File: config.mk
export PLATFORM = sky130hd
export DESIGN_NAME = pcm_pulse_ctrl
export DESIGN_NICKNAME = d
export VERILOG_FILES = /design/src/rtl/pcm_pkg.sv /design/src/rtl/pcm_cycle_ramp.sv /design/src/rtl/pcm_softstart.sv /design/src/rtl/pcm_gate_ctl.sv /design/src/rtl/pcm_pulse_ctrl.sv
export SDC_FILE = /design/constraint.sdc
export NUM_CORES = 1
export LEC_CHECK = 0
export ABC_AREA = 1
export CAP_MARGIN = 20
export CORE_UTILIZATION = 28
export DETAILED_ROUTE_END_ITERATION = 16
export GPL_TIMING_DRIVEN = 0
export HOLD_SLACK_MARGIN = 0.08
export SETUP_SLACK_MARGIN = 0.2
export SYNTH_ARGS = -nofsm -noshare
export SYNTH_HDL_FRONTEND = slang
export SYNTH_HIERARCHICAL = 1
export SYNTH_SLANG_ARGS = --single-unit
File: constraint.sdc
create_clock -name clk -period 7.63 [get_ports clk]
set_input_delay 1.9075 -clock clk [delete_from_list [all_inputs] [get_ports clk]]
set_output_delay 1.9075 -clock clk [all_outputs]
set_load 0.03 [all_outputs]
File: src/rtl/pcm_pkg.sv
package pcm_pkg;
    localparam int unsigned PCT_SCALE = 100;

    function automatic logic [15:0] min_u16(input logic [15:0] a, input logic [15:0] b);
        return (a < b) ? a : b;
    endfunction
endpackage

File: src/rtl/pcm_cycle_ramp.sv
module pcm_cycle_ramp #(
    parameter int CNT_W     = 16,
    parameter int SENSE_W   = 10,
    parameter int VALLEY_MV = 440,
    parameter int FLAT_MV   = 500,
    parameter int KNEE_PCT  = 51,
    parameter int MAXD_PCT  = 70
) (
    input  logic               clk,
    input  logic               rst_n,
    input  logic               cyc_start,
    input  logic [CNT_W-1:0]   cyc_period,
    output logic [CNT_W-1:0]   cnt,
    output logic [CNT_W-1:0]   per,
    output logic [SENSE_W-1:0] saw_mv,
    output logic               on_expired
);
    localparam int RISE   = FLAT_MV - VALLEY_MV;
    localparam int STEP_W = $clog2(RISE + 1);
    localparam int PROD_W = CNT_W + 8;
    localparam logic [CNT_W-1:0]  CNT_MAX = {CNT_W{1'b1}};
    localparam logic [PROD_W-1:0] ACC_ADD = PROD_W'(RISE * pcm_pkg::PCT_SCALE);

    typedef struct packed {
        logic [CNT_W-1:0]  cnt;
        logic [CNT_W-1:0]  per;
        logic [PROD_W-1:0] acc;
        logic [STEP_W-1:0] step;
    } ramp_t;

    ramp_t st_q, st_d;
    logic [PROD_W-1:0] knee_lim;
    logic [PROD_W-1:0] acc_sum;
    logic [PROD_W-1:0] on_lim;

    always_comb begin
        st_d     = st_q;
        knee_lim = PROD_W'(st_q.per) * PROD_W'(KNEE_PCT);
        on_lim   = PROD_W'(st_q.per) * PROD_W'(MAXD_PCT);
        acc_sum  = st_q.acc + ACC_ADD;
        if (cyc_start) begin
            st_d.cnt  = '0;
            st_d.per  = cyc_period;
            st_d.acc  = '0;
            st_d.step = '0;
        end else begin
            if (st_q.cnt != CNT_MAX) begin
                st_d.cnt = st_q.cnt + 1'b1;
            end
            if (st_q.step != STEP_W'(RISE)) begin
                if (acc_sum >= knee_lim) begin
                    st_d.acc  = acc_sum - knee_lim;
                    st_d.step = st_q.step + 1'b1;
                end else begin
                    st_d.acc = acc_sum;
                end
            end
        end
        on_expired = !cyc_start &&
                     (PROD_W'(st_d.cnt) * PROD_W'(pcm_pkg::PCT_SCALE) >= on_lim);
    end

    always_ff @(posedge clk) begin
        if (!rst_n) begin
            st_q.cnt  <= '0;
            st_q.per  <= CNT_MAX;
            st_q.acc  <= '0;
            st_q.step <= '0;
        end else begin
            st_q <= st_d;
        end
    end

    assign cnt    = st_q.cnt;
    assign per    = st_q.per;
    assign saw_mv = SENSE_W'(VALLEY_MV) + SENSE_W'(st_q.step);
endmodule

File: src/rtl/pcm_softstart.sv
module pcm_softstart #(
    parameter int SENSE_W     = 10,
    parameter int SS_FLOOR_MV = 100,
    parameter int SS_CEIL_MV  = 500,
    parameter int SS_STEP_CYC = 1000
) (
    input  logic               clk,
    input  logic               rst_n,
    input  logic               enable,
    output logic [SENSE_W-1:0] ceil_mv
);
    localparam int PRE_W = (SS_STEP_CYC > 1) ? $clog2(SS_STEP_CYC) : 1;

    typedef struct packed {
        logic [PRE_W-1:0]   pre;
        logic [SENSE_W-1:0] lvl;
    } ss_t;

    ss_t st_q, st_d;

    always_comb begin
        st_d = st_q;
        if (!enable) begin
            st_d.pre = '0;
            st_d.lvl = SENSE_W'(SS_FLOOR_MV);
        end else if (st_q.pre == PRE_W'(SS_STEP_CYC - 1)) begin
            st_d.pre = '0;
            if (st_q.lvl < SENSE_W'(SS_CEIL_MV)) begin
                st_d.lvl = st_q.lvl + 1'b1;
            end
        end else begin
            st_d.pre = st_q.pre + 1'b1;
        end
    end

    always_ff @(posedge clk) begin
        if (!rst_n) begin
            st_q.pre <= '0;
            st_q.lvl <= SENSE_W'(SS_FLOOR_MV);
        end else begin
            st_q <= st_d;
        end
    end

    assign ceil_mv = st_q.lvl;
endmodule

File: src/rtl/pcm_gate_ctl.sv
module pcm_gate_ctl #(
    parameter int CNT_W     = 16,
    parameter int SENSE_W   = 10,
    parameter int BLANK_CYC = 36
) (
    input  logic               clk,
    input  logic               rst_n,
    input  logic               cyc_start,
    input  logic               enable,
    input  logic [CNT_W-1:0]   cnt,
    input  logic [SENSE_W-1:0] lim_mv,
    input  logic [SENSE_W-1:0] sense_mv,
    input  logic               on_expired,
    output logic               gate_q
);
    typedef struct packed {
        logic on;
    } gate_t;

    gate_t st_q, st_d;
    logic  blanked;
    logic  trip;

    always_comb begin
        st_d    = st_q;
        blanked = cnt < CNT_W'(BLANK_CYC);
        trip    = !blanked && (sense_mv > lim_mv);
        if (!enable) begin
            st_d.on = 1'b0;
        end else if (cyc_start) begin
            st_d.on = 1'b1;
        end else if (trip || on_expired) begin
            st_d.on = 1'b0;
        end
    end

    always_ff @(posedge clk) begin
        if (!rst_n) begin
            st_q.on <= 1'b0;
        end else begin
            st_q <= st_d;
        end
    end

    assign gate_q = st_q.on;
endmodule

File: src/rtl/pcm_pulse_ctrl.sv
module pcm_pulse_ctrl #(
    parameter int CNT_W       = 16,
    parameter int SENSE_W     = 10,
    parameter int VALLEY_MV   = 440,
    parameter int FLAT_MV     = 500,
    parameter int KNEE_PCT    = 51,
    parameter int MAXD_PCT    = 70,
    parameter int BLANK_CYC   = 36,
    parameter int SS_FLOOR_MV = 100,
    parameter int SS_STEP_CYC = 1000
) (
    input  logic               clk,
    input  logic               rst_n,
    input  logic               cyc_start,
    input  logic [CNT_W-1:0]   cyc_period,
    input  logic               enable,
    input  logic [SENSE_W-1:0] sense_mv,
    output logic               gate
);
    logic [CNT_W-1:0]   cnt_w;
    logic [CNT_W-1:0]   per_w;
    logic [SENSE_W-1:0] saw_w;
    logic [SENSE_W-1:0] ss_w;
    logic [SENSE_W-1:0] lim_w;
    logic               expired_w;
    logic               gate_q_w;

    pcm_cycle_ramp #(
        .CNT_W(CNT_W), .SENSE_W(SENSE_W), .VALLEY_MV(VALLEY_MV),
        .FLAT_MV(FLAT_MV), .KNEE_PCT(KNEE_PCT), .MAXD_PCT(MAXD_PCT)
    ) ramp_i (
        .clk(clk), .rst_n(rst_n), .cyc_start(cyc_start), .cyc_period(cyc_period),
        .cnt(cnt_w), .per(per_w), .saw_mv(saw_w), .on_expired(expired_w)
    );

    pcm_softstart #(
        .SENSE_W(SENSE_W), .SS_FLOOR_MV(SS_FLOOR_MV),
        .SS_CEIL_MV(FLAT_MV), .SS_STEP_CYC(SS_STEP_CYC)
    ) ss_i (
        .clk(clk), .rst_n(rst_n), .enable(enable), .ceil_mv(ss_w)
    );

    assign lim_w = (saw_w < ss_w) ? saw_w : ss_w;

    pcm_gate_ctl #(
        .CNT_W(CNT_W), .SENSE_W(SENSE_W), .BLANK_CYC(BLANK_CYC)
    ) gate_i (
        .clk(clk), .rst_n(rst_n), .cyc_start(cyc_start), .enable(enable),
        .cnt(cnt_w), .lim_mv(lim_w), .sense_mv(sense_mv),
        .on_expired(expired_w), .gate_q(gate_q_w)
    );

    assign gate = gate_q_w & enable;
endmodule

### Word level (Yosys, flattened, before mapping)

Cells that the tools add are included.

* reduce and logical (&&, ||, !) cells: 11
* bitwise operators: 3
* $add $sub $neg: 7
* multipliers: 3
* magnitude comparators: 6
* equality and inequality tests: 3
* muxes and demuxes: 6

Operator list (count)
* multiplier 16 x 6 -> 22 bit, second input constant: 2
* 2-to-1 mux 16 bit: 2
* adder 24 x 13 -> 24 bit, second input constant: 1
* greater-or-equal comparator 24 x 22 -> 1 bit: 1
* 2-to-1 mux 24 bit: 1
* subtractor 24 x 22 -> 24 bit: 1
* greater-or-equal comparator 23 bit: 1
* multiplier 16 x 5 -> 21 bit, second input constant: 1
* adder 10 x 1 -> 10 bit, second input constant: 2
* adder 16 x 1 -> 16 bit, second input constant: 1
* less-than comparator 16 x 6 -> 1 bit, second input constant: 1
* inequality test 16 bit, second input constant: 1
* adder 9 x 6 -> 10 bit, first input constant: 1
* equality test 10 bit, second input constant: 1
* greater-than comparator 10 bit: 1
* less-than comparator 10 bit: 1
* less-than comparator 10 x 9 -> 1 bit, second input constant: 1
* 2-to-1 mux 10 bit: 1
* adder 6 x 1 -> 6 bit, second input constant: 1
* inequality test 6 bit, second input constant: 1
* AND reduction 2 bit: 3
* OR reduction 3 bit: 1
* logical AND 1 bit: 2
* logical NOT 1 bit: 2
* other kinds (6): 8

* word-level logic and storage cells: 46
* register bits: 83
* input port bits: 30
* output and inout port bits: 1

### Depth between registers and ports, before layout

* depth after elaboration: 9
* mapped depth: 33
* depth with buffers taken out: 33

### Hierarchy

The synthesis kept the hierarchy.

Modules (own cells, without submodules)
* pcm_cycle_ramp: sequential area each 1241.2 sq um, cells an instance 1474, times used 1, area an instance 10239.8 sq um
* pcm_softstart: sequential area each 400.4 sq um, cells an instance 148, times used 1, area an instance 1038.5 sq um
* pcm_pulse_ctrl: sequential area each 0.0 sq um, cells an instance 79, times used 1, area an instance 436.7 sq um
* pcm_gate_ctl: sequential area each 20.0 sq um, cells an instance 68, times used 1, area an instance 401.6 sq um

### Worst setup path after synthesis

No wires, ideal clock.

* path type: input port to flip-flop
* start point: input port cyc_start
* end point: register gate_i.st_q, in the netlist gate_i/gate_q
* library setup time: 114 ps
* buffers on the path: 2
* arrival time: 6170 ps
* required time: 7516 ps
* path slack: 1347 ps
* cell stages on the path: 24
* cell sequence: clkbuf_1 clkbuf_1 nor2_1 ha_1 ha_1 inv_1 fa_1 inv_1 ha_1 nand3_1 nand3_1 a21boi_0 o21ai_0 a31oi_1 o21ai_0 xor2_1 ha_1 nand2_1 nor4_1 nand2_1 a21oi_1 nor2_4 nand2_1 a21oi_2

RTL lines
* from (decl): RTL line pcm_pulse_ctrl.sv:14 `input logic cyc_start,`
* to (signal assigned): RTL line pcm_gate_ctl.sv:41 `st_q <= st_d;`
* to (decl): RTL line pcm_gate_ctl.sv:20 `gate_t st_q, st_d;`

==> impl_metrics.py <==
metrics = {
    "status": {
        "status": "finished clean",
    },
    "timing": {
        "relSlewSlack_pct": 48.81,
        "tightest_slew_ps": 767.8,
        "finalCritPeriodShare_pct": 92.86,
        "finClkSkew_ps": 7.680,
        "slew_viol_final": 0,
        "max_freq_ghz": 0.1411,
        "setup_viol": 0,
        "whs_ps": 475.2,
        "final-hold-violation-count": 0,
        "rsz0062_at_grt": "false",
        "period_needed_ps": 7085,
    },
    "cts": {
        "clock_sinks": 83,
        "htreeDepth": 3,
        "tritoncts": "built",
        "cts-root-buf": "clkbuf_16",
        "clock_latency_ps": 360,
        "clkTransAtPathRegs_ps": 70,
        "numCtsBuffers": 9,
        "clockBufferDepth": 2,
    },
    "setup_path": {
        "critPathKind": "in -> reg",
        "r2r_start": "ramp_i/cnt[4]$_SDFF_PN0_",
        "critPathSlowestCell": "clkdlybuf4s50_1",
        "crit_start": "cyc_start",
        "cp_max_fo": 10,
        "endpoint_kind": "flop",
        "crit_required_ps": 7890,
        "crit_arrival_ps": 7340,
        "slowest_delay_ps": 570,
        "critPathLaunchType": "input pin",
    },
    "routing": {
        "vias_per_cell": 4.606,
        "drcViolationCount": 0,
        "antenna_left": 0,
        "routed_wl_mm": 29.16,
        "highest_layer": "met4",
        "met3WireLength_mm": 1.107,
        "vias": 10764,
        "drt_iter0_drc": 496,
        "route.met2.wl_mm": 13.03,
        "wl_per_cell_um": 12.48,
        "first_pass_iters": 5,
        "drt-met1-wl_mm": 14.49,
    },
    "logic_synthesis": {
        "syn_inst": 1751,
        "syn_avg_cell_area_um2": 6.843,
        "netlist_area_um2": 11980,
        "yosysWarnings": 6,
    },
    "floorplanning": {
        "ios": 31,
        "start_util_pct": 28.50,
        "die-area_um2": 43620,
        "die_w_um": 208.9,
        "core_area_um2": 42040,
        "fp.dieH_um": 208.9,
        "placementRows": 75,
    },
    "place": {
        "place_area_um2": 12960,
        "place.gp.congestion": 0.8855,
        "dp.final_hpwl_mm": 24.87,
        "io_buffers": 30,
    },
    "global_routing": {
        "grt_antenna_before_repair": 0,
        "grt_overflow_total": 0,
        "grtUsageTotal_pct": 13.78,
        "grt_max_degree": 18,
        "grt_pass1_wl_mm": 49.44,
        "grt_pass1_vias": 10419,
    },
    "min_path": {
        "min_from": "ss_i/ceil_mv[9]$_SDFFE_PN0P_",
        "hold_class": "reg -> reg",
    },
    "cells_and_area": {
        "final_area_um2": 13280,
        "fill_cells": 4547,
        "drive_gt1_share_pct": 6.841,
        "fin_nets": 2067,
        "finish.utilization_pct": 31.58,
        "n_antenna_cell": 0,
        "syn_to_final_growth_pct": 10.81,
    },
    "power": {
        "p_leak_uw": 0.007066,
        "peakVddDrop_uv": 242.2,
        "power.density_nw_per_um2": 293.6,
    },
    "run": {
        "cap_violations": 0,
    },
}
[final timing paths]
path / slack [ps] / end / cells past startpoint
setup / recovery: 550 / gate_i/gate_q$_SDFFE_PN0P_ / 25
hold / removal: 480 / ss_i/ceil_mv[9]$_SDFFE_PN0P_ / 2
setup reg to reg: 1610 / gate_i/gate_q$_SDFFE_PN0P_ / 33
hold reg to reg: 480 / ss_i/ceil_mv[9]$_SDFFE_PN0P_ / 2
[final cells by class]
cell class	count	area [um2]	share of cell area, %
repair buffers	30	300.3	2.262
plain buffers	53	375.4	2.827
clock inverters	7	71.32	0.5372
multi-input cells	1268	8662	65.24
clock buffers	9	225.2	1.696
well taps	539	674.4	5.080
inverters	348	1306	9.839
flip-flops and latches	83	1662	12.52
[worst max-delay path: cells and delay by family]
| family | cells | cell delay (ps) |
|---|---|---|
| AO/OA/AOI/OAI | 6 | 1510 |
| XOR/XNOR | 1 | 160 |
| adder cells (fa/ha/maj) | 5 | 1720 |
| buffers and inverters | 5 | 1040 |
| AND/OR/NAND/NOR | 8 | 1000 |
[layout by cell type, fill, tap and decap left out, types with 3 or more instances in the layout]
cell and n:
clkbuf_16 9, nand3b_1 6, nor3_1 14, inv_1 342, inv_2 5, buf_6 4, nor2_1 120, ha_1 196
clkbuf_1 7, buf_2 5, a211oi_1 3, clkdlybuf4s50_1 30, nor2_2 8, clkbuf_4 3, nand3_2 3, buf_4 31
o31ai_1 3, o21ai_0 65, nor2_4 3, a21oi_1 120, nand2_2 13, o21bai_1 13, and2_1 4, a31oi_1 4
or2_2 8, xnor2_1 32, fa_1 48, nand2_1 362, nor4_1 4, conb_1 3, o211ai_2 4, dfxtp_1 83
nand2_4 4, nand4_1 38, nand3_1 90, a21oi_2 7, xor2_1 64, o21ai_1 8, a21o_1 3
[sequential cells by signal, indices dropped and copies added (netlist names)]
| register | cells |
|---|---|
| ss_i/ceil_mv | 10 |
| ramp_i/per | 16 |
| ramp_i/cnt | 16 |
| ramp_i/st_q | 30 |
| ss_i/st_q | 10 |
| gate_i/gate_q | 1 |
[metal layers]
| layer | up-vias | GRT usage [%] |
|---|---|---|
| met5 | - | 0 |
| met2 | 170 | 22.78 |
| met4 | 0 | 4.133 |
| met1 | 4921 | 18.51 |
| li1 | 5638 | - |
| met3 | 35 | 1.924 |
[report_power, final]
| group | total, uW | internal, uW | switching (uW) |
|---|---|---|---|
| sequential | 480 | 454 | 25.9 |
| clock | 453 | 230 | 223 |
| combinational | 2960 | 1110 | 1850 |
[per-stage QoR]
step / power, uW / instances / setup slack, ps / setup TNS (ps)
4_1_cts: 3913 / 2337 / 339.8 / 0
6_report: 3898 / 2337 / 545.0 / 0
5_1_grt: 4352 / 2337 / 276.3 / 0
2_1_floorplan: 2795 / 1752 / 1347 / 0
3_3_place_gp: 3399 / 2321 / -781.2 / -781.2
3_5_place_dp: 3429 / 2321 / -784.6 / -784.6
[timing repair]
item,in CTS,in global routing
resized for setup,4,7
hold buffers,0,0
buffers inserted,0,0
endpoints found under the setup margin,1,1
Power figures use the tool's default switching activity.
